$ cat config.mk
export PLATFORM = sky130hd
export DESIGN_NAME = clock_repl_engine
export DESIGN_NICKNAME = d
export VERILOG_FILES = /design/src/rtl/crepl_pkg.sv /design/src/rtl/crepl_frame.sv /design/src/rtl/crepl_sweep.sv /design/src/rtl/clock_repl_engine.sv
export SDC_FILE = /design/constraint.sdc
export NUM_CORES = 1
export LEC_CHECK = 0
export ABC_AREA = 1
export BUFFER_PORTS_ARGS = -buffer_cell sky130_fd_sc_hd__buf_4
export CORE_MARGIN = 4
export CORE_UTILIZATION = 43
export CTS_CLUSTER_SIZE = 12
export DETAILED_ROUTE_END_ITERATION = 10
export GPL_TIMING_DRIVEN = 0
export HOLD_SLACK_MARGIN = 0.08
export PLACE_DENSITY_LB_ADDON = 0.1
export SLEW_MARGIN = 20
export SYNTH_ARGS = -nofsm -noshare
export SYNTH_HDL_FRONTEND = slang
export SYNTH_SLANG_ARGS = --single-unit
$ cat constraint.sdc
create_clock -name clk -period 5.3 [get_ports clk]
set_clock_uncertainty 0.1 [all_clocks]
set_input_delay 0.53 -clock clk [delete_from_list [all_inputs] [get_ports clk]]
set_output_delay 0.53 -clock clk [all_outputs]
set_load 0.005 [all_outputs]
$ cat src/rtl/crepl_pkg.sv
package crepl_pkg;

   // index width for a count of n items, never below one bit
   function automatic int unsigned idx_w(int unsigned n);
      return (n < 2) ? 1 : $clog2(n);
   endfunction

endpackage

$ cat src/rtl/crepl_frame.sv
module crepl_frame #(
   parameter int HIST_W = 2
) (
   input  logic clk,
   input  logic rst_n,
   input  logic ref_hit,
   input  logic ref_wr,
   input  logic load,
   input  logic visit,
   output logic take,
   output logic dirty,
   output logic gone
);

   logic use_q;
   logic fresh_q;
   logic hist_zero;

   generate
      if (HIST_W == 0) begin : g_fifo
         assign hist_zero = 1'b1;
      end else begin : g_age
         logic [HIST_W-1:0] hist_q;
         logic [HIST_W:0]   cat;
         assign cat       = {use_q, hist_q};
         assign hist_zero = (cat[HIST_W:1] == '0);

         always_ff @(posedge clk) begin
            if (!rst_n)                            hist_q <= '0;
            else if (load)                         hist_q <= '0;
            else if (visit && !gone && !fresh_q)   hist_q <= cat[HIST_W:1];
         end


         fresh_hold_chk: assert property (@(posedge clk) disable iff (!rst_n)
            (visit && !gone && fresh_q && !load) |=> $stable(hist_q));
      end
   endgenerate

   assign take = visit & ~gone & ~fresh_q & ~load & hist_zero;

   always_ff @(posedge clk) begin
      if (!rst_n) begin
         use_q   <= 1'b0;
         fresh_q <= 1'b0;
         dirty   <= 1'b0;
         gone    <= 1'b0;
      end else if (load) begin
         use_q   <= 1'b0;
         fresh_q <= 1'b1;
         dirty   <= 1'b0;
         gone    <= 1'b0;
      end else begin
         if (visit && !gone) begin
            use_q <= 1'b0;
            if (fresh_q) fresh_q <= 1'b0;
            if (take)    gone    <= 1'b1;
         end
         if (ref_hit && !gone) begin
            use_q <= 1'b1;
            if (ref_wr) dirty <= 1'b1;
         end
      end
   end


   load_fresh_chk: assert property (@(posedge clk) disable iff (!rst_n)
      load |=> (fresh_q && !gone && !dirty && !use_q));

   ref_use_chk: assert property (@(posedge clk) disable iff (!rst_n)
      (ref_hit && !gone && !load) |=> use_q);

   ref_dirty_chk: assert property (@(posedge clk) disable iff (!rst_n)
      (ref_hit && ref_wr && !gone && !load) |=> dirty);

   visit_clear_chk: assert property (@(posedge clk) disable iff (!rst_n)
      (visit && !ref_hit && !load) |=> !use_q);

endmodule

$ cat src/rtl/crepl_sweep.sv
module crepl_sweep #(
   parameter int NFRAMES = 16,
   parameter int NVICT   = 3,
   parameter int FW      = 4
) (
   input  logic          clk,
   input  logic          rst_n,
   input  logic          repl_req,
   input  logic          pick,
   input  logic          pick_dirty,
   output logic [FW-1:0] ptr,
   output logic          busy,
   output logic          vic_valid,
   output logic [FW-1:0] vic_frame,
   output logic          vic_push,
   output logic          done
);

   localparam int CW = crepl_pkg::idx_w(NVICT + 1);

   logic [CW-1:0] cnt;
   logic          last;

   assign last = (cnt == CW'(NVICT - 1));

   always_ff @(posedge clk) begin
      if (!rst_n) begin
         ptr       <= '0;
         busy      <= 1'b0;
         cnt       <= '0;
         vic_valid <= 1'b0;
         vic_frame <= '0;
         vic_push  <= 1'b0;
         done      <= 1'b0;
      end else if (!busy) begin
         vic_valid <= 1'b0;
         done      <= 1'b0;
         if (repl_req) begin
            busy <= 1'b1;
            cnt  <= '0;
         end
      end else begin
         ptr       <= (ptr == FW'(NFRAMES - 1)) ? '0 : ptr + 1'b1;
         vic_valid <= pick;
         vic_frame <= ptr;
         vic_push  <= pick_dirty;
         done      <= pick && last;
         if (pick) begin
            if (last) busy <= 1'b0;
            else      cnt  <= cnt + 1'b1;
         end
      end
   end


   count_bound_chk: assert property (@(posedge clk) disable iff (!rst_n)
      busy |-> (cnt < CW'(NVICT)));

   report_follows_visit_chk: assert property (@(posedge clk) disable iff (!rst_n)
      vic_valid |-> $past(busy));

   ptr_step_chk: assert property (@(posedge clk) disable iff (!rst_n)
      (busy && ptr != FW'(NFRAMES - 1)) |=> (ptr == $past(ptr) + 1'b1));

endmodule

$ cat src/rtl/clock_repl_engine.sv
module clock_repl_engine #(
   parameter int NFRAMES = 16,
   parameter int HIST_W  = 2,
   parameter int NVICT   = 3,
   localparam int FW     = crepl_pkg::idx_w(NFRAMES)
) (
   input  logic          clk,
   input  logic          rst_n,
   input  logic          ref_valid,
   input  logic [FW-1:0] ref_frame,
   input  logic          ref_write,
   input  logic          load_valid,
   input  logic [FW-1:0] load_frame,
   input  logic          repl_req,
   output logic          busy,
   output logic          vic_valid,
   output logic [FW-1:0] vic_frame,
   output logic          vic_push,
   output logic          done
);

   generate
      if (NFRAMES < 2)                begin : g_bad_frames $error("NFRAMES must be at least 2"); end
      if (NVICT < 1 || NVICT > NFRAMES) begin : g_bad_vict $error("NVICT must lie in 1..NFRAMES"); end
      if (HIST_W < 0 || HIST_W > 16)  begin : g_bad_hist   $error("HIST_W must lie in 0..16"); end
   endgenerate

   logic [NFRAMES-1:0] take_vec;
   logic [NFRAMES-1:0] dirty_vec;
   logic [NFRAMES-1:0] gone_vec;
   logic [FW-1:0]      ptr;

   genvar f;
   generate
      for (f = 0; f < NFRAMES; f++) begin : g_frame
         crepl_frame #(.HIST_W(HIST_W)) u_frame (
            .clk     (clk),
            .rst_n   (rst_n),
            .ref_hit (ref_valid  && (ref_frame  == FW'(f))),
            .ref_wr  (ref_write),
            .load    (load_valid && (load_frame == FW'(f))),
            .visit   (busy && (ptr == FW'(f))),
            .take    (take_vec[f]),
            .dirty   (dirty_vec[f]),
            .gone    (gone_vec[f])
         );
      end
   endgenerate

   crepl_sweep #(.NFRAMES(NFRAMES), .NVICT(NVICT), .FW(FW)) u_sweep (
      .clk        (clk),
      .rst_n      (rst_n),
      .repl_req   (repl_req),
      .pick       (take_vec[ptr]),
      .pick_dirty (dirty_vec[ptr]),
      .ptr        (ptr),
      .busy       (busy),
      .vic_valid  (vic_valid),
      .vic_frame  (vic_frame),
      .vic_push   (vic_push),
      .done       (done)
   );


   done_last_chk: assert property (@(posedge clk) disable iff (!rst_n)
      done |-> (vic_valid && !busy));

   victim_gone_chk: assert property (@(posedge clk) disable iff (!rst_n)
      vic_valid |-> gone_vec[vic_frame]);

   one_take_chk: assert property (@(posedge clk) disable iff (!rst_n)
      $onehot0(take_vec));

endmodule

**Yosys cells after proc, flatten, opt, wreduce, memory -nomap -nowiden**

Index checks and enable logic that the tools add are counted.

- Register bits after elaboration: 110
- Input bits: 14
- Output and inout bits: 8
- Logic and storage cells: 543

- Add/subtract/negate cells: 2
- Magnitude comparators: 1
- Equal/unequal tests: 48
- Mux-type cells: 61
- Bitwise operators: 113
- Reductions and logical operators: 231

Operator list:

| operator | number |
|---|---|
| $logic_and A1 B1 Y1 | 97 |
| $eq A4 B4 Y1 const B | 24 |
| $reduce_and A2 Y1 | 33 |
| $reduce_bool A2 Y1 | 33 |
| $and A1 B1 Y1 | 64 |
| $mux W1 | 54 |
| $not A1 Y1 | 49 |
| $eq A4 B3 Y1 const B | 12 |
| $logic_not A1 Y1 | 32 |
| $logic_not A2 Y1 | 16 |
| $reduce_or A2 Y1 | 16 |
| $eq A4 B2 Y1 const B | 6 |
| $eq A4 B1 Y1 const B | 3 |
| $logic_not A4 Y1 | 3 |
| $bmux W1 S4 | 2 |
| $mux W2 | 4 |
| $lt A4 B5 Y1 const B | 1 |
| $add A4 B1 Y4 const B | 1 |
| $mux W4 | 1 |
| $reduce_and A3 Y1 | 1 |
| $add A2 B1 Y2 const B | 1 |
| $eq A2 B2 Y1 const B | 1 |
| $ne A2 B1 Y1 const B | 1 |
| $ne A2 B2 Y1 const B | 1 |

**Depth between registers and ports, before layout**

Gate-level depths: netlist of the first run.

- Depth in word-level cells: 10
- Mapped depth: 18
- Mapped depth without buffers: 16

**Modules after synthesis**

Synthesis of the first run repeated with hierarchy kept, for this count alone.

- Cells, all modules: 717
- Area total of the unflattened synthesis: 4,707.0 µm²

By module, submodules not included:

| module | times used | cells an instance | area each (µm²) | seq. area each (µm²) |
|---|---|---|---|---|
| crepl_frame | 16 | 29 | 211.5 | 100.1 |
| clock_repl_engine | 1 | 183 | 777.0 | 0.0 |
| crepl_sweep | 1 | 70 | 546.8 | 280.3 |

**Least setup slack after synthesis of the first run**

OpenSTA, ideal clock, no wires.

- Kind: flip-flop to flip-flop
- Start: register u_sweep.ptr[0]
- End: register u_sweep.cnt[0]
- Library setup time: 0.114 ns
- Arrival: 2.106 ns
- Data required time: 5.086 ns
- Setup slack: 2.980 ns
- Cell stages (with the launch flop): 18
- Path buffers: 2
- Period minus slack after synthesis: 2.320 ns
- Cells stage by stage: dfxtp_1 -> inv_1 -> clkbuf_1 -> clkbuf_1 -> ha_1 -> nand2_1 -> nor2_1 -> nand2_1 -> nor2_1 -> nand2_1 -> nand2_1 -> nand3_1 -> nand2_1 -> nor2_1 -> nand2_2 -> nand2_2 -> a21oi_1 -> nor2_1

- Longest elaborated chain between the ends: 10
- Elaborated cells between the ends (all ways): 100
- Those cells by class: eq/ne: 16; mux: 2; bitwise: 64; reduce/logical: 18

Ends and longest elaborated chain:

| item | RTL line | text |
|---|---|---|
| start: declaration | crepl_sweep.sv:11 | `output logic [FW-1:0] ptr,` |
| start signal: assignment | crepl_sweep.sv:43 | `ptr <= (ptr == FW'(NFRAMES - 1)) ? '0 : ptr + 1'b1;` |
| $eq A4 B1 Y1 (tied with other cells) | clock_repl_engine.sv:42 | `.visit (busy && (ptr == FW'(f))),` |
| $logic_and A1 B1 Y1 | clock_repl_engine.sv:42 |  |
| $and A1 B1 Y1 (4 in a row) | crepl_frame.sv:40 | `assign take = visit & ~gone & ~fresh_q & ~load & hist_zero;` |
| $bmux W1 S4 (*) | clock_repl_engine.sv:54 | `.pick (take_vec[ptr]),` |
| $mux W1 (not written as such) (*) | clock_repl_engine.sv:54 |  |
| $ne A2 B1 Y1 (no source line) (*) | -- |  |
| $reduce_and A3 Y1 (no source line) (*) | -- |  |
| end signal: assignment | crepl_sweep.sv:50 | `else cnt <= cnt + 1'b1;` |
| end: declaration | crepl_sweep.sv:21 | `logic [CW-1:0] cnt;` |

Mark *: on every way between the ends. The rest lies on a longest branch, timed or not. The select of a mux whose other input is x is not followed.
A chain may end at the register's enable or synchronous reset.

**Final worst setup path of the first run**

Same ends and word-level chain as after synthesis.

==> impl_metrics.csv, run 1 <==
group,metric,value,unit
logic_synthesis,syn_area,4160,µm²
drt,ant_nets,0,
sta,maxSlewViolCount,0,
worst_setup_path,critPathTopFamily,"simple AND/OR/NAND/NOR gates",
cells_and_area,n_fill_cell,968,
cts,cts_resized,0,
worst_setup_path,startpoint,"u_sweep.ptr[0]",
grt,grt_usage,21.9,%
sta,min_period_over_period,65.3,%
worst_setup_path,worstSetupEndpointType,"flip-flop",
logic_synthesis,synth_top_area_share,45.3,%
worst_setup_path,reg2reg_depth,17,
logic_synthesis,synth_area_leaders,"dfxtp_1 (45%), nand2_1 (11%), a21oi_1 (10%)",
cells_and_area,drive_gt1_share,9.12,%
logic_synthesis,synth_top_family_by_area,"simple AND/OR/NAND/NOR gates",
power,peakVddDrop,0.000166,V
run_status,status,"finished, final reports clean",
floorplanning,start_util,44.6,%
floorplanning,io_pins,22,
placed_design,dpl.hpwl,8610,µm
sta,min_period,3.46,ns
drt,vias_per_cell,5.13,
logic_synthesis,ys_types,26,
cells_and_area,antenna_cells,0,
logic_synthesis,seq_area_frac_synth,45.3,%
logic_synthesis,synthAdderAreaFrac,1.51,%
worst_setup_path,worst-path-buf-inv,4,
worst_setup_path,crit_cells,17,
logic_synthesis,synth_largest_area_cell,"dfxtp_1",
logic_synthesis,synth_compound_area_share,16.2,%
logic_synthesis,syn_nets,620,
floorplanning,rows,35,
cts,cts_max_path_buffers,2,
worst_setup_path,path_class,"reg -> reg",
cts,clk_pin_slew,0.10,ns
drt,routedWlPerCell,15.2,µm
worst_setup_path,path_common_cell,"nand2_1",
grt,grt_overflow,0,
logic_synthesis,syn-instance-count,601,
placed_design,placed_area,4460,µm²
worst_setup_path,worstReg2RegEnd,"u_sweep.cnt[0]",
floorplanning,die_x,106,µm
grt,grt_pass1_wl,19200,µm
cts,htreeDepth,3,
run,maxCapViolations,0,
cts,cts_tree,"done",
worst_setup_path,max_stage_delay,0.50,ns
logic_synthesis,syn_avg_cell_area,6.92,µm²
worst_setup_path,cp-start-kind,"flip-flop",
drt,routed_wl,11600,µm
drt,dr.pass1.iters,5,
logic_synthesis,synthSimpleGateAreaFrac,29.0,%
drt,first_iter_violations,215,
logic_synthesis,synth_mux_area_share,0,%
sta,finalHoldViolCount,0,
placed_design,gp_congestion,0.924,
worst_setup_path,critPathMaxFanout,11,
min_path,worst_hold_path_type,"reg -> reg",
sta,grt_setup_unrepaired,"no",
sta,slew_headroom,53.1,%
cts,cts-root-buf,"clkbuf_8",
sta,setup_tns,0,ns
cts,insertion_delay,0.38,ns
cts,hold_buffers,0,
cells_and_area,syn_to_final_growth,11.6,%
drt,drc,0,
sta,setup_viol,0,
power,power_density,289,nW/µm²
power,leakage,1.88,nW
floorplanning,dieHeight,106,µm
sta,worstMarginPinSlew,0.704,ns
cts,cts_num_sinks,94,
logic_synthesis,synth-warning-count,0,
grt,grt_max_degree,18,
logic_synthesis,synth_xor_xnor_area_share,0,%
worst_setup_path,critPathArrivalTime,3.64,ns
cells_and_area,multi_input_area,1940,µm²
cts,cts_made_buffers,9,
worst_setup_path,crit_slowest_cell,"clkbuf_1",
floorplanning,core-area,9330,µm²
worst_setup_path,r2r_setup_slack,1.84,ns
cts,postCtsSetupBuffers,0,
cells_and_area,regArea,1880,µm²
worst_setup_path,cp_cell_sequence,"inv_1 > clkbuf_1 > clkbuf_1 > ha_1 > nand2_1 > inv_1 > nand3_1 > nor2_2 > nand2_1 > nand2_1 > nand3_1 > nand2_1 > nor2_1 > nand2_2 > nand2_2 > a21oi_1 > nor2_1",
worst_setup_path,r2r_start,"u_sweep.ptr[0]",
worst_setup_path,crit_end,"u_sweep.cnt[0]",
grt,antenna_found_initial,0,
logic_synthesis,ys_seq_elements,94,
worst_setup_path,required,5.48,ns
placed_design,io_buffers,19,
cells_and_area,fin_area,4640,µm²
drt,dr_total_vias,3928,
cells_and_area,nets,650,
grt,grt_pass1_vias,3856,
sta,clock.fmax,289,MHz
floorplanning,dieArea,11300,µm²
[metrics by stage]
stage	setup slack, ns	cells	hold WS, ns	power, mW	utilization, %
after floorplan	2.98	601	0.326	0.841	-
after detailed placement	1.95	749	0.341	0.900	47.8
final	1.84	765	0.357	1.34	49.7
after global routing	1.61	765	0.388	1.40	49.7
after CTS	1.94	765	0.357	1.35	49.7
after global placement	1.99	749	0.337	0.898	47.8
[how the worst min path moves through the flow]
stage | startpoint | to | slack, ns | depth (start not counted)
2_1_floorplan | g_frame[12].u_frame.dirty | g_frame[12].u_frame.dirty | 0.33 | 2
3_3_place_gp | g_frame[12].u_frame.dirty | g_frame[12].u_frame.dirty | 0.34 | 2
3_5_place_dp | g_frame[11].u_frame.dirty | g_frame[11].u_frame.dirty | 0.34 | 2
4_1_cts | g_frame[11].u_frame.dirty | g_frame[11].u_frame.dirty | 0.36 | 2
5_1_grt | g_frame[11].u_frame.dirty | g_frame[11].u_frame.dirty | 0.39 | 2
6_report | g_frame[11].u_frame.dirty | g_frame[11].u_frame.dirty | 0.36 | 2
[cell type report]
type | instances | area share (%)
buffer | 13 | 1.35
clock buffer | 9 | 2.67
clock inverter | 7 | 1.19
inverter | 73 | 5.91
multi-input combinational | 421 | 41.8
sequential | 94 | 40.6
tap | 129 | 3.48
timing repair buffer | 19 | 3.07
[power breakdown]
group          total [mW]  leakage, nW  internal [mW]  switching, mW
sequential          0.736        0.761          0.723         0.0133
combinational       0.149         1.03         0.0487          0.100
clock               0.454       0.0870          0.176          0.278
total                1.34         1.88          0.948          0.391
[synth_stat cells (all sizes together)]
cell and n:
a2111oi 1, a211oi 5, a21oi 87, a31oi 5, a41oi 1, buf 5
clkbuf 8, dfxtp 94, ha 5, inv 73, nand2 127, nand3 30
nand3b 3, nand4 2, nor2 99, nor3 17, nor4 1, o211ai 1
o21ai 27, o21bai 1, or2 9
[cell usage in the layout, fill, tap and decap left out, drive strengths merged, types with 3 or more instances in the layout]
master  instances
or2             9
nand3          30
dfxtp          94
inv            77
a211oi          5
nand3b          3
ha              5
nand2         127
buf            24
o21ai          27
nor3           17
nor2           99
a31oi           5
a21oi          87
clkbuf         17
[worst reg2reg max path, delay by kind of cell (launching register included)]
family	cells	cell delay, ns
compound gates	1	0.14
fa+ha+maj	1	0.23
buf+inv	4	1.20
flops	1	0.48
simple gates	11	1.21
[per-layer routing]
layer | vias to the layer above | share of wire [%] | track usage (%)
met5 | - | 0 | 0
met2 | 101 | 47 | 35.7
met4 | 0 | 2.4 | 8.97
met3 | 29 | 5.1 | 4.61
met1 | 1791 | 45 | 28.2
li1 | 2007 | - | -
[registers in the layout (all words and copies together) (netlist names)]
register / cells
u_sweep.vic_frame: 4
g_frame.u_frame.g_age.hist_q: 16
u_sweep.busy: 1
g_frame.u_frame.dirty: 16
u_sweep.cnt: 2
u_sweep.vic_push: 1
u_sweep.vic_valid: 1
u_sweep.ptr: 4
g_frame.u_frame.use_q: 16
g_frame.u_frame.gone: 16
g_frame.u_frame.fresh_q: 16
u_sweep.done: 1
[cell families after synthesis]
| logic type | Yosys count |
|---|---|
| AOI/OAI and AO/OA | 128 |
| DFF | 94 |
| and+or+nand+nor | 288 |
| adders and majority gates | 5 |
| buffers and inverters | 86 |
(Power assumes the default switching activity.)
==> inputs of run 2 (changes only) <==
Settings changed: ABC_AREA 1 to 0.
Clock period 5.3 ns to 2.9 ns, I/O delays scaled along.
==> run 2 against run 1 <==
Die area is 1.1% lower; synthesized cell count fell by 22%; sequential cell count did not move; routed wire length is 8.4% lower; maximum frequency up 26%; final area about the same; power rose by 78%; setup slack worse by 1.7 ns; first-iteration DRC count increased by 3.7%; sequential share of layout area hardly changed; utilization up 0.21 points; non-clock buffer count rose by 5.
==> impl_metrics.csv, run 2 <==
group,metric,value,unit
logic_synthesis,seq_area_frac_synth,45.8,%
drt,ant_nets,0,
floorplanning,start_util,44.3,%
cells_and_area,mostFrequentLayoutCells,"dfxtp_1 (94), nor2_1 (79), nand2_1 (54)",
sta,finalHoldViolCount,0,
floorplanning,dieHeight,106,µm
logic_synthesis,async_reset_ff_share,0,%
power,combinationalPowerShare,9.2,%
logic_synthesis,yosys_most_used_dff,"dfxtp_1",
cells_and_area,final_common_cell,"dfxtp_1",
power,totalPowerFinal,2.39,mW
placed_design,dpl.hpwl,7820,µm
cts,cts_tree,"done",
placed_design,dp.cells,616,
logic_synthesis,synth_edf_count,0,
grt,grt_pass1_wl,16900,µm
drt,drc,0,
power,power_density,515,nW/µm²
worst_setup_path,cp-start-kind,"flip-flop",
sta,min_period,2.74,ns
logic_synthesis,ys_top_cells_by_count,"dfxtp_1 (94), nor2_1 (79), nand2_1 (54)",
cts,cts_made_buffers,9,
cells_and_area,fin_cells,633,
sta,setup_tns,0,ns
grt,grt_overflow,0,
logic_synthesis,synth_area_leaders,"dfxtp_1 (46%), nor2_1 (7.2%), a21oi_1 (5.4%)",
power,switching_share,26.3,%
grt,grt_max_degree,16,
min_path,worst_hold_path_type,"in -> reg",
logic_synthesis,syn-instance-count,467,
sta,slew_headroom,55.8,%
cts,htreeDepth,3,
cells_and_area,drive_gt1_share,11.9,%
sta,setup_viol,0,
floorplanning,dieArea,11200,µm²
cts,cts_num_sinks,94,
worst_setup_path,path_class,"reg -> reg",
cells_and_area,syn_to_final_growth,12.9,%
logic_synthesis,syn_area,4110,µm²
worst_setup_path,required,3.11,ns
logic_synthesis,synth-warning-count,0,
logic_synthesis,ys_seq_elements,94,
grt,antenna_found_initial,0,
cts,clk_pin_slew,0.09,ns
floorplanning,die_x,106,µm
cells_and_area,final_util,49.9,%
power,power_frac_seq,55.6,%
sta,worstMarginPinSlew,0.657,ns
sta,clock.fmax,365,MHz
worst_setup_path,critPathMaxFanout,10,
grt,grt_pass1_vias,3245,
worst_setup_path,worstSetupEndpointType,"flip-flop",
logic_synthesis,syn_avg_cell_area,8.80,µm²
logic_synthesis,synth_largest_area_cell,"dfxtp_1",
sta,maxSlewViolCount,0,
power,peakVddDrop,0.000209,V
power,p_int,1.76,mW
placed_design,io_buffers,20,
logic_synthesis,synth_top_area_share,45.8,%
grt,grt_usage,19.7,%
worst_setup_path,critPathArrivalTime,2.94,ns
placed_design,gp_congestion,0.891,
floorplanning,rows,35,
floorplanning,core-area,9280,µm²
drt,first_iter_violations,223,
cts,cts-root-buf,"clkbuf_8",
power,pwr-share-clk,35.2,%
logic_synthesis,yosysMostFrequentCell,"dfxtp_1",
power,p_sw,628,µW
cells_and_area,n_fill_cell,919,
logic_synthesis,ys_types,45,
run_status,status,"finished, final reports clean",
floorplanning,io_pins,22,
drt,dr_total_vias,3422,
sta,grt_setup_unrepaired,"no",
drt,routed_wl,10700,µm
logic_synthesis,syn_nets,486,
run,maxCapViolations,0,
drt,vias_per_cell,5.41,
cells_and_area,antenna_cells,0,
sta,whs,0.0917,ns
cells_and_area,nets,518,
drt,dr.pass1.iters,4,
drt,routedWlPerCell,16.8,µm
power,leakage,1.78,nW
cts,cts_max_path_buffers,2,
sta,min_period_over_period,94.4,%
cts,insertion_delay,0.37,ns
## run 2: critical path, stage by stage, from the launching register on
cell and delay (ns):
dfxtp_1 0.43, buf_4 0.25, inv_1 0.11, ha_1 0.33, nor2b_1 0.19, and4b_1 0.20, a22o_1 0.26, a211oi_2 0.27
nor4_4 0.08, buf_4 0.18, nand3b_2 0.10, mux2i_1 0.19
## run 2: stage by stage
stage	setup slack, ns	area, µm²
after CTS	0.0292	4620
final	0.162	4640
after floorplan	0.401	4110
after global routing	0.0101	4640
after global placement	-0.200	4420
after detailed placement	-0.295	4420
## run 2: kinds of logic (layout without fill, tap and decap cells)
logic type | after synthesis | count (layout) | share of synthesized area [%]
AND/OR/NAND/NOR | 237 | 237 | 29.7
flip-flops | 94 | 94 | 45.8
AO/OA/AOI/OAI | 82 | 82 | 12.3
multiplexers | 26 | 26 | 7.86
buffers and inverters | 22 | 59 | 2.59
adder cells (fa/ha/maj) | 5 | 5 | 1.52
XOR/XNOR | 1 | 1 | 0.213
## run 2: cell type report
class	instances	area, µm²	share of cell area [%]
well taps	129	161	3.48
repair buffers	21	158	3.40
inverters	6	22.5	0.486
clock buffers	12	155	3.35
flip-flops and latches	94	1880	40.6
plain buffers	16	91.3	1.97
clock inverters	4	31.3	0.675
multi-input cells	351	2140	46.1
## run 2: power groups by stage
stage               clock (mW)  combinational [mW]  sequential (mW)
detailed placement           0               0.213             1.36
floorplan                    0               0.135             1.35
global route             0.907               0.240             1.33
CTS                      0.852               0.215             1.33
finish                   0.840               0.220             1.33
global placement             0               0.211             1.36
## run 2: metal layers
| metal | part of all wire (%) | vias up | global-route usage, % |
|---|---|---|---|
| met3 | 5.2 | 11 | 4.04 |
| met2 | 46 | 79 | 30.8 |
| met4 | 1.6 | 0 | 7.22 |
| li1 | - | 1700 | - |
| met1 | 47 | 1632 | 26.8 |
| met5 | 0 | - | 0 |
## run 2: what timing repair did
item                                    CTS  global route
setup buffers                             0             1
endpoints found under the setup margin    5             2
resized for setup                         4             6
hold buffers                              0             0
pin swaps                                 0             1
## run 2: final timing paths
path	startpoint	endpoint	slack [ns]	depth (start not counted)
worst max-delay path	u_sweep.ptr[0]	u_sweep.cnt[1]	0.16	11
worst min-delay path	repl_req	u_sweep.busy	0.09	3
worst max register to register	u_sweep.ptr[0]	u_sweep.cnt[1]	0.16	11
worst min register to register	g_frame[3].u_frame.gone	g_frame[3].u_frame.gone	0.37	2
